File: src/rtl/phdet_pkg.sv
package phdet_pkg;
  typedef struct packed {
    logic startCnt;
    logic takeSample;
  } pdStrobe_t;

  typedef enum logic {ST_IDLE, ST_MEAS} measState_t;
endpackage

File: src/rtl/pd_ctrl.sv
module pd_ctrl
  import phdet_pkg::*;
#(
  parameter int MIN_CLEAN = 3
) (
  input  logic      clk,
  input  logic      rstN,
  input  logic      refEdge,
  input  logic      locEdge,
  input  logic      carrierOk,
  input  logic      cntAtLimit,
  output pdStrobe_t strobes
);
  localparam int RUN_W = $clog2(MIN_CLEAN + 1);

  measState_t state, nextState;
  logic [RUN_W-1:0] cleanRun;
  logic runFull;

  assign runFull = (cleanRun == RUN_W'(MIN_CLEAN));

  // run of consecutive clean reference ticks, saturating
  always_ff @(posedge clk) begin
    if (!rstN) begin
      cleanRun <= '0;
    end else if (!carrierOk) begin
      cleanRun <= '0;
    end else if (refEdge && !runFull) begin
      cleanRun <= cleanRun + 1'b1;
    end
  end

  always_comb begin
    strobes   = '0;
    nextState = state;
    case (state)
      ST_IDLE: begin
        if (refEdge && carrierOk && runFull) begin
          strobes.startCnt = 1'b1;
          nextState        = ST_MEAS;
        end
      end
      ST_MEAS: begin
        if (!carrierOk) begin
          nextState = ST_IDLE;
        end else if (locEdge || cntAtLimit) begin
          strobes.takeSample = 1'b1;
          nextState          = ST_IDLE;
        end
      end
      default: nextState = ST_IDLE;
    endcase
  end

  always_ff @(posedge clk) begin
    if (!rstN) state <= ST_IDLE;
    else       state <= nextState;
  end


  abort_on_dirty_chk: assert property (@(posedge clk) disable iff (!rstN)
    (state == ST_MEAS && !carrierOk) |=> (state == ST_IDLE));


  start_after_run_chk: assert property (@(posedge clk) disable iff (!rstN)
    strobes.startCnt |-> $past(carrierOk));
endmodule

File: src/rtl/pd_datapath.sv
module pd_datapath
  import phdet_pkg::*;
#(
  parameter int CENTRE    = 22,
  parameter int AVG_LOG2  = 11,
  parameter int OUT_W     = 16,
  parameter int PHASE_LIM = 32767
) (
  input  logic             clk,
  input  logic             rstN,
  input  pdStrobe_t        strobes,
  output logic             cntAtLimit,
  output logic [OUT_W-1:0] phaseOut,
  output logic             phaseValid
);
  localparam int LIMIT  = 2 * CENTRE;
  localparam int CNT_W  = $clog2(LIMIT + 1);
  localparam int SAMP_W = CNT_W + 1;
  localparam int ACC_W  = SAMP_W + AVG_LOG2;
  localparam int CMP_W  = ((ACC_W > OUT_W) ? ACC_W : OUT_W) + 1;

  logic [CNT_W-1:0]         cnt;
  logic signed [SAMP_W-1:0] sample;
  logic signed [ACC_W-1:0]  acc, accSum, avg;
  logic [AVG_LOG2-1:0]      sampCount;
  logic                     lastSample;
  logic signed [CMP_W-1:0]  avgWide, limPos, limNeg, clamped;

  // interval counter: restarts at 1 on a start, saturates at LIMIT
  always_ff @(posedge clk) begin
    if (!rstN) begin
      cnt <= '0;
    end else if (strobes.startCnt) begin
      cnt <= CNT_W'(1);
    end else if (!cntAtLimit) begin
      cnt <= cnt + 1'b1;
    end
  end

  assign cntAtLimit = (cnt == CNT_W'(LIMIT));
  assign sample     = $signed({1'b0, cnt}) - $signed(SAMP_W'(CENTRE));
  assign accSum     = acc + {{AVG_LOG2{sample[SAMP_W-1]}}, sample};
  assign avg        = accSum >>> AVG_LOG2;
  assign lastSample = &sampCount;

  always_comb begin
    avgWide = {{(CMP_W - ACC_W){avg[ACC_W-1]}}, avg};
    limPos  = CMP_W'(PHASE_LIM);
    limNeg  = -limPos;
    if (avgWide > limPos)      clamped = limPos;
    else if (avgWide < limNeg) clamped = limNeg;
    else                       clamped = avgWide;
  end

  always_ff @(posedge clk) begin
    if (!rstN) begin
      acc        <= '0;
      sampCount  <= '0;
      phaseOut   <= '0;
      phaseValid <= 1'b0;
    end else begin
      phaseValid <= 1'b0;
      if (strobes.takeSample) begin
        sampCount <= sampCount + 1'b1;
        if (lastSample) begin
          acc        <= '0;
          phaseOut   <= OUT_W'(clamped);
          phaseValid <= 1'b1;
        end else begin
          acc <= accSum;
        end
      end
    end
  end


  cnt_bound_chk: assert property (@(posedge clk) disable iff (!rstN)
    cnt <= CNT_W'(LIMIT));


  out_range_chk: assert property (@(posedge clk) disable iff (!rstN)
    ($signed(phaseOut) <= PHASE_LIM) && ($signed(phaseOut) >= -PHASE_LIM));


  valid_pulse_chk: assert property (@(posedge clk) disable iff (!rstN)
    phaseValid |=> !phaseValid);


  out_hold_chk: assert property (@(posedge clk) disable iff (!rstN)
    !phaseValid |-> $stable(phaseOut));
endmodule

File: src/rtl/avg_phase_detector.sv
module avg_phase_detector
  import phdet_pkg::*;
#(
  parameter int CENTRE    = 22,
  parameter int AVG_LOG2  = 11,
  parameter int MIN_CLEAN = 3,
  parameter int OUT_W     = 16,
  parameter int PHASE_LIM = 32767
) (
  input  logic             clk,
  input  logic             rstN,
  input  logic             refEdge,
  input  logic             locEdge,
  input  logic             carrierOk,
  output logic [OUT_W-1:0] phaseOut,
  output logic             phaseValid
);
  pdStrobe_t strobes;
  logic      cntAtLimit;

  pd_ctrl #(.MIN_CLEAN(MIN_CLEAN)) i_ctrl (
    .clk       (clk),
    .rstN      (rstN),
    .refEdge   (refEdge),
    .locEdge   (locEdge),
    .carrierOk (carrierOk),
    .cntAtLimit(cntAtLimit),
    .strobes   (strobes)
  );

  pd_datapath #(
    .CENTRE   (CENTRE),
    .AVG_LOG2 (AVG_LOG2),
    .OUT_W    (OUT_W),
    .PHASE_LIM(PHASE_LIM)
  ) i_datapath (
    .clk       (clk),
    .rstN      (rstN),
    .strobes   (strobes),
    .cntAtLimit(cntAtLimit),
    .phaseOut  (phaseOut),
    .phaseValid(phaseValid)
  );
endmodule

File: config.mk
export PLATFORM = sky130hd
export DESIGN_NAME = avg_phase_detector
export DESIGN_NICKNAME = d
export VERILOG_FILES = /design/src/rtl/phdet_pkg.sv /design/src/rtl/pd_ctrl.sv /design/src/rtl/pd_datapath.sv /design/src/rtl/avg_phase_detector.sv
export SDC_FILE = /design/constraint.sdc
export NUM_CORES = 1
export LEC_CHECK = 0
export ABC_AREA = 0
export BUFFER_PORTS_ARGS = -buffer_cell sky130_fd_sc_hd__buf_4
export CAP_MARGIN = 20
export CORE_ASPECT_RATIO = 1.25
export CORE_UTILIZATION = 28
export CTS_BUF_LIST = sky130_fd_sc_hd__clkbuf_2
export DETAILED_ROUTE_END_ITERATION = 8
export MAX_ROUTING_LAYER = met4
export PLACE_DENSITY = 0.43
export SETUP_SLACK_MARGIN = 0.2
export SLEW_MARGIN = 40
export SYNTH_ARGS = -nofsm -noshare
export SYNTH_HDL_FRONTEND = slang
export SYNTH_SLANG_ARGS = --single-unit
File: constraint.sdc
create_clock -name clk -period 4.45 [get_ports clk]
set_input_delay 0.445 -clock clk [delete_from_list [all_inputs] [get_ports clk]]
set_output_delay 0.445 -clock clk [all_outputs]
set_load 0.005 [all_outputs]
Word-level counts from Yosys, hierarchy flattened
Cells that the tools add are included.
{"block": "totals", "regBits": 55, "latch_bits": 0, "ram_bits": 0, "romBits": 0, "input_bits": 5, "word_cells": 44, "memories": 0}
{"block": "classes", "addsub": 5, "mul": 0, "div": 0, "magnitude_cmp": 2, "eq_ne": 3, "shift": 0, "muxes": 14, "bitwise_logic": 2, "n_reduce_logical": 10}
{"op": "two-way mux 16 bit", "n": 2}
{"op": "adder 18 bit", "n": 1}
{"op": "two-way mux 18 bit", "n": 1}
{"op": "greater-than comparator 7 x 16 -> 1 bit (second input constant)", "n": 1}
{"op": "< comparator 7 x 16 -> 1 bit (second input constant)", "n": 1}
{"op": "AND reduction 12 bit", "n": 1}
{"op": "adder 11 x 1 -> 11 bit (second input constant)", "n": 1}
{"op": "AND reduction 11 bit", "n": 1}
{"op": "two-way mux 1 bit", "n": 10}
{"op": "subtractor 6 x 5 -> 7 bit (second input constant)", "n": 1}
{"op": "adder 6 x 1 -> 6 bit (second input constant)", "n": 1}
{"op": "equality test 6 bit (second input constant)", "n": 1}
{"op": "AND reduction 2 bit", "n": 2}
{"op": "logical AND 1 bit", "n": 3}
{"op": "adder 2 x 1 -> 2 bit (second input constant)", "n": 1}
{"op": "equality test 2 bit (second input constant)", "n": 1}
{"op": "inequality test 2 bit (second input constant)", "n": 1}
{"op": "inverter 1 bit", "n": 2}
{"op": "case mux 1 bit (2 select lines)", "n": 1}
{"op": "OR reduction 2 bit", "n": 1}
{"op": "logical NOT 1 bit", "n": 1}
{"op": "logical OR 1 bit", "n": 1}

Longest topological paths before layout
{"block": "depth", "depth_word": 6, "depth_mapped": 11, "mapped_depth_nobuf": 11}

Modules after synthesis
A second synthesis with hierarchy kept.
{"block": "hier_totals", "hier_cells": 334, "area_unflattened_um2": 2780.2}
{"module": "pd_datapath", "instances": 1, "cells_each": 318, "area_each_um2": 2630.0}
{"module": "pd_ctrl", "instances": 1, "cells_each": 16, "area_each_um2": 150.1}

Worst setup path before layout
OpenSTA, ideal clock, no wires.
{"block": "synth_path", "path_kind": "register -> register", "startpoint": "register i_datapath.cnt[3]", "endpoint": "register i_datapath.phaseOut[15]", "arrival_ps": 3044, "required_ps": 4314, "slack_ps": 1271, "path_stages_with_launch": 12, "path_buffers": 1, "period_less_slack_ps": 3179, "cell_sequence": "dfxtp_1 > buf_4 > a21o_1 > a21oi_1 > ha_1 > a211o_1 > o211ai_1 > a21oi_1 > a311o_1 > and3_1 > a2111oi_2 > a311oi_1"}
{"block": "synth_between", "elab_chain_len": 6, "elab_cells_between_ends": 12, "cone_classes": "add/sub (2); order compare (2); eq/ne (1); mux (5); reduce/logical (2)"}
{"item": "start: declaration", "line_no": "pd_datapath.sv:22", "rtl": "logic [CNT_W-1:0] cnt;"}
{"item": "start signal: assignment", "line_no": "pd_datapath.sv:36", "rtl": "cnt <= cnt + 1'b1;"}
{"item": "branches (longest 6 deep; another with adder 18 bit)"}
{"item": "end signal: assignment", "line_no": "pd_datapath.sv:67", "rtl": "phaseOut <= OUT_W'(clamped);"}
{"item": "end: declaration", "line_no": "pd_datapath.sv:13", "rtl": "output logic [OUT_W-1:0] phaseOut,"}
Parallel ways; which one is timed is not known.
A chain may end at the register's enable or synchronous reset.

Final worst setup path
{"block": "layout_path", "startpoint": "register i_datapath.cnt[1]", "endpoint": "register i_datapath.phaseOut[15]"}
Same word-level chain as after synthesis.

==> run metrics <==
fin. max-slew vios 0; Clk Latency, worst-skew pair ~0.43 ns; initial antenna violation count 0; fin nets 349; CTS H-tree lvls 2; dpl ws around 1.5 ns; pwr dens around 230 nW/um^2; DP Wirelength 4.17 mm; Final WS setup ~1.4 ns; I/O Buffers 21; most frequent cells in the layout 46 x dfxtp_1, 26 x nand2_1, 25 x nor2_1; Worst VDD drop 0.102 mV; Rows 39; final hold violations 0; Hold Crit Class input port to flop; Synthesized Nets 335; share of cells above drive strength 1 12.8%; worst setup path class flop to flop; hold depth 3; chip height between 100 and 150 um; Sinks on Clock Net 46; number of diodes 0; #FFs+latches synth between 40 and 50; Cells after Synth ~310; maximum root-to-sink buffer count 2; Post-Route WL between 5 and 6 mm; Top Ports 22; largest net degree at the start of global routing 26; Area contributors post-synth dfxtp_1 34%, ha_1 11%, xnor2_1 5.8%; commonest non-fill, non-tap cell in the layout dfxtp_1; register area share after synthesis between 30% and 40%; reg2reg path depth 11; area leader, netlist dfxtp_1; Req. time, crit path between 4 and 5 ns; asr flop ratio synth 0%; status completed; Arrival @ worst endpoint about 3.4 ns; Post-synth EDFFs 0; main flop type after synthesis dfxtp_1; global-route usage over all layers between 10% and 20%; Routed Antenna Nets 0; yosys warns 0; 1st-iter DRT viols about 120; Worst Tran Pin Value 0.659 ns; final non-filler cell total approximately 440; final setup TNS 0 ns; Util after Layout roughly a third; drt drc 0; Pre-antenna DRT Iters 5; CTS clk-pin slew, worst paths approximately 0.26 ns; Multi-input gate area between 1500 and 2000 sq um; clk_skew just under 0.02 ns; Vias 2125; RePlAce Congestion ~0.75; Netlist cell types 54; core area about 9300 sq um; number of fill cells between 1000 and 1500; Hold Crit Start carrierOk; CTS hold repair buffers 0; Synth-to-Final Area Change 10.9%; Power Total 0.700 mW; Tcrit/Tclk final 67.6%; routed length per instance roughly 13 um; register area ~920 sq um; total CTS buffers 5; Starting Density between 20 and 30%; crit end category flop; Worst Path Max Fanout 12; Final setup viols 0; Die Wd between 90 and 100 um; mean area per synthesized cell slightly below 9 sq um; reg-to-reg slack, setup about 1.4 ns; post-CTS resize count 0; top-area cell type share of the netlist area 33.9%; worst r2r dst i_datapath.phaseOut[15]$_SDFFE_PN0P_; unrepaired setup endpoints after global routing no; Final min period around 3.0 ns; Via density around 4.8; first-pass GRT wire length roughly 10 mm; CTS tree done; Inst Count DP 436; setup repair bufs after CTS 0; vias in the first global route 2087; maxcap violations 0; Post-Syn Area 2720 sq um; CTS Root Cell clkbuf_2; reg2reg start i_datapath.cnt[1]$_SDFFE_PP0N_; fmax roughly 330 MHz; Startpoint Class flop; Slew headroom between 50 and 60%; Pleak 1.29 nW; GRT overflow 0; hold endpoint i_ctrl.cleanRun[0]$_SDFFE_PN0P_; die area 10100 sq um
-- synth_stat cells, types with 2 or more instances --
cell type	count
clkbuf_1	4
and3_1	5
nand3_1	4
xor2_1	15
o21ai_1	5
ha_1	23
and4_1	2
and2_1	8
a22oi_1	6
nand4_1	4
o21ai_0	8
a22o_1	7
dfxtp_1	46
a21oi_1	15
nor2_1	25
a31oi_1	4
buf_2	3
mux2i_1	2
a21boi_0	2
inv_1	10
nand2b_1	2
buf_4	10
o211ai_1	4
nand2_1	26
a21o_1	6
nor2b_1	10
nor3_1	5
a41oi_1	2
xnor2_1	18
-- metal layers --
metal,track usage (%),wire [um],vias to the layer above
met5,-,0,-
met4,4.19,82,0
met3,2.30,184,6
met2,21.1,2640,39
met1,15.8,2870,982
li1,-,-,1098
-- stage by stage --
step	instance area [sq um]	hold slack (ns)
floorplan	2720	0.430
global placement	2950	0.443
detailed placement	2950	0.445
CTS	3010	0.223
global route	3010	0.223
finish	3010	0.271
-- worst max-delay path, stage by stage (launching register included) --
cell	delay (ns)
dfxtp_1	0.50
a21o_1	0.18
a21oi_1	0.07
buf_4	0.20
ha_1	0.36
a211o_1	0.29
o211ai_1	0.11
a21oi_1	0.09
a311o_1	0.39
and3_1	0.18
a2111oi_2	0.41
a311oi_1	0.14
-- flip-flops by register name, indices dropped and copies added, names as in the netlist --
name / cells
i_datapath.acc: 18
i_datapath.sampCount: 11
i_datapath.phaseOut: 7
i_datapath.cnt: 6
i_ctrl.cleanRun: 2
i_ctrl.state: 1
i_datapath.phaseValid: 1
-- cells by family after synthesis --
kind of cell | share of synthesized area, %
flops | 33.9
mux | 0.737
xor+xnor | 10.6
simple gates | 18.6
fa+ha+maj | 11.3
buf+inv | 5.39
compound gates | 19.5
-- power breakdown --
| part | internal (mW) | switching (mW) |
|---|---|---|
| Clock | 0.0969 | 0.148 |
| Combinational | 0.0144 | 0.0198 |
| Sequential | 0.416 | 0.00450 |
-- how the worst max path moves through the flow --
stage / startpoint / end / cells past startpoint
after floorplan: i_datapath.cnt[3]$_SDFFE_PP0N_ / i_datapath.phaseOut[15]$_SDFFE_PN0P_ / 11
after global placement: i_datapath.cnt[1]$_SDFFE_PP0N_ / i_datapath.phaseOut[15]$_SDFFE_PN0P_ / 11
after detailed placement: i_datapath.cnt[1]$_SDFFE_PP0N_ / i_datapath.phaseOut[15]$_SDFFE_PN0P_ / 11
after CTS: i_datapath.cnt[1]$_SDFFE_PP0N_ / i_datapath.phaseOut[15]$_SDFFE_PN0P_ / 11
after global routing: i_datapath.cnt[1]$_SDFFE_PP0N_ / i_datapath.phaseOut[15]$_SDFFE_PN0P_ / 11
final: i_datapath.cnt[1]$_SDFFE_PP0N_ / i_datapath.phaseOut[15]$_SDFFE_PN0P_ / 11
-- area by class of cell --
| class | instances | area share (%) |
|---|---|---|
| Timing Repair Buffer | 24 | 5.98 |
| Tap cell | 123 | 5.11 |
| Clock inverter | 2 | 1.25 |
| Clock buffer | 6 | 0.996 |
| Sequential cell | 46 | 30.6 |
| Inverter | 11 | 1.37 |
| Multi-Input combinational cell | 232 | 54.8 |
Note: power is estimated with default switching activity, not from simulation.
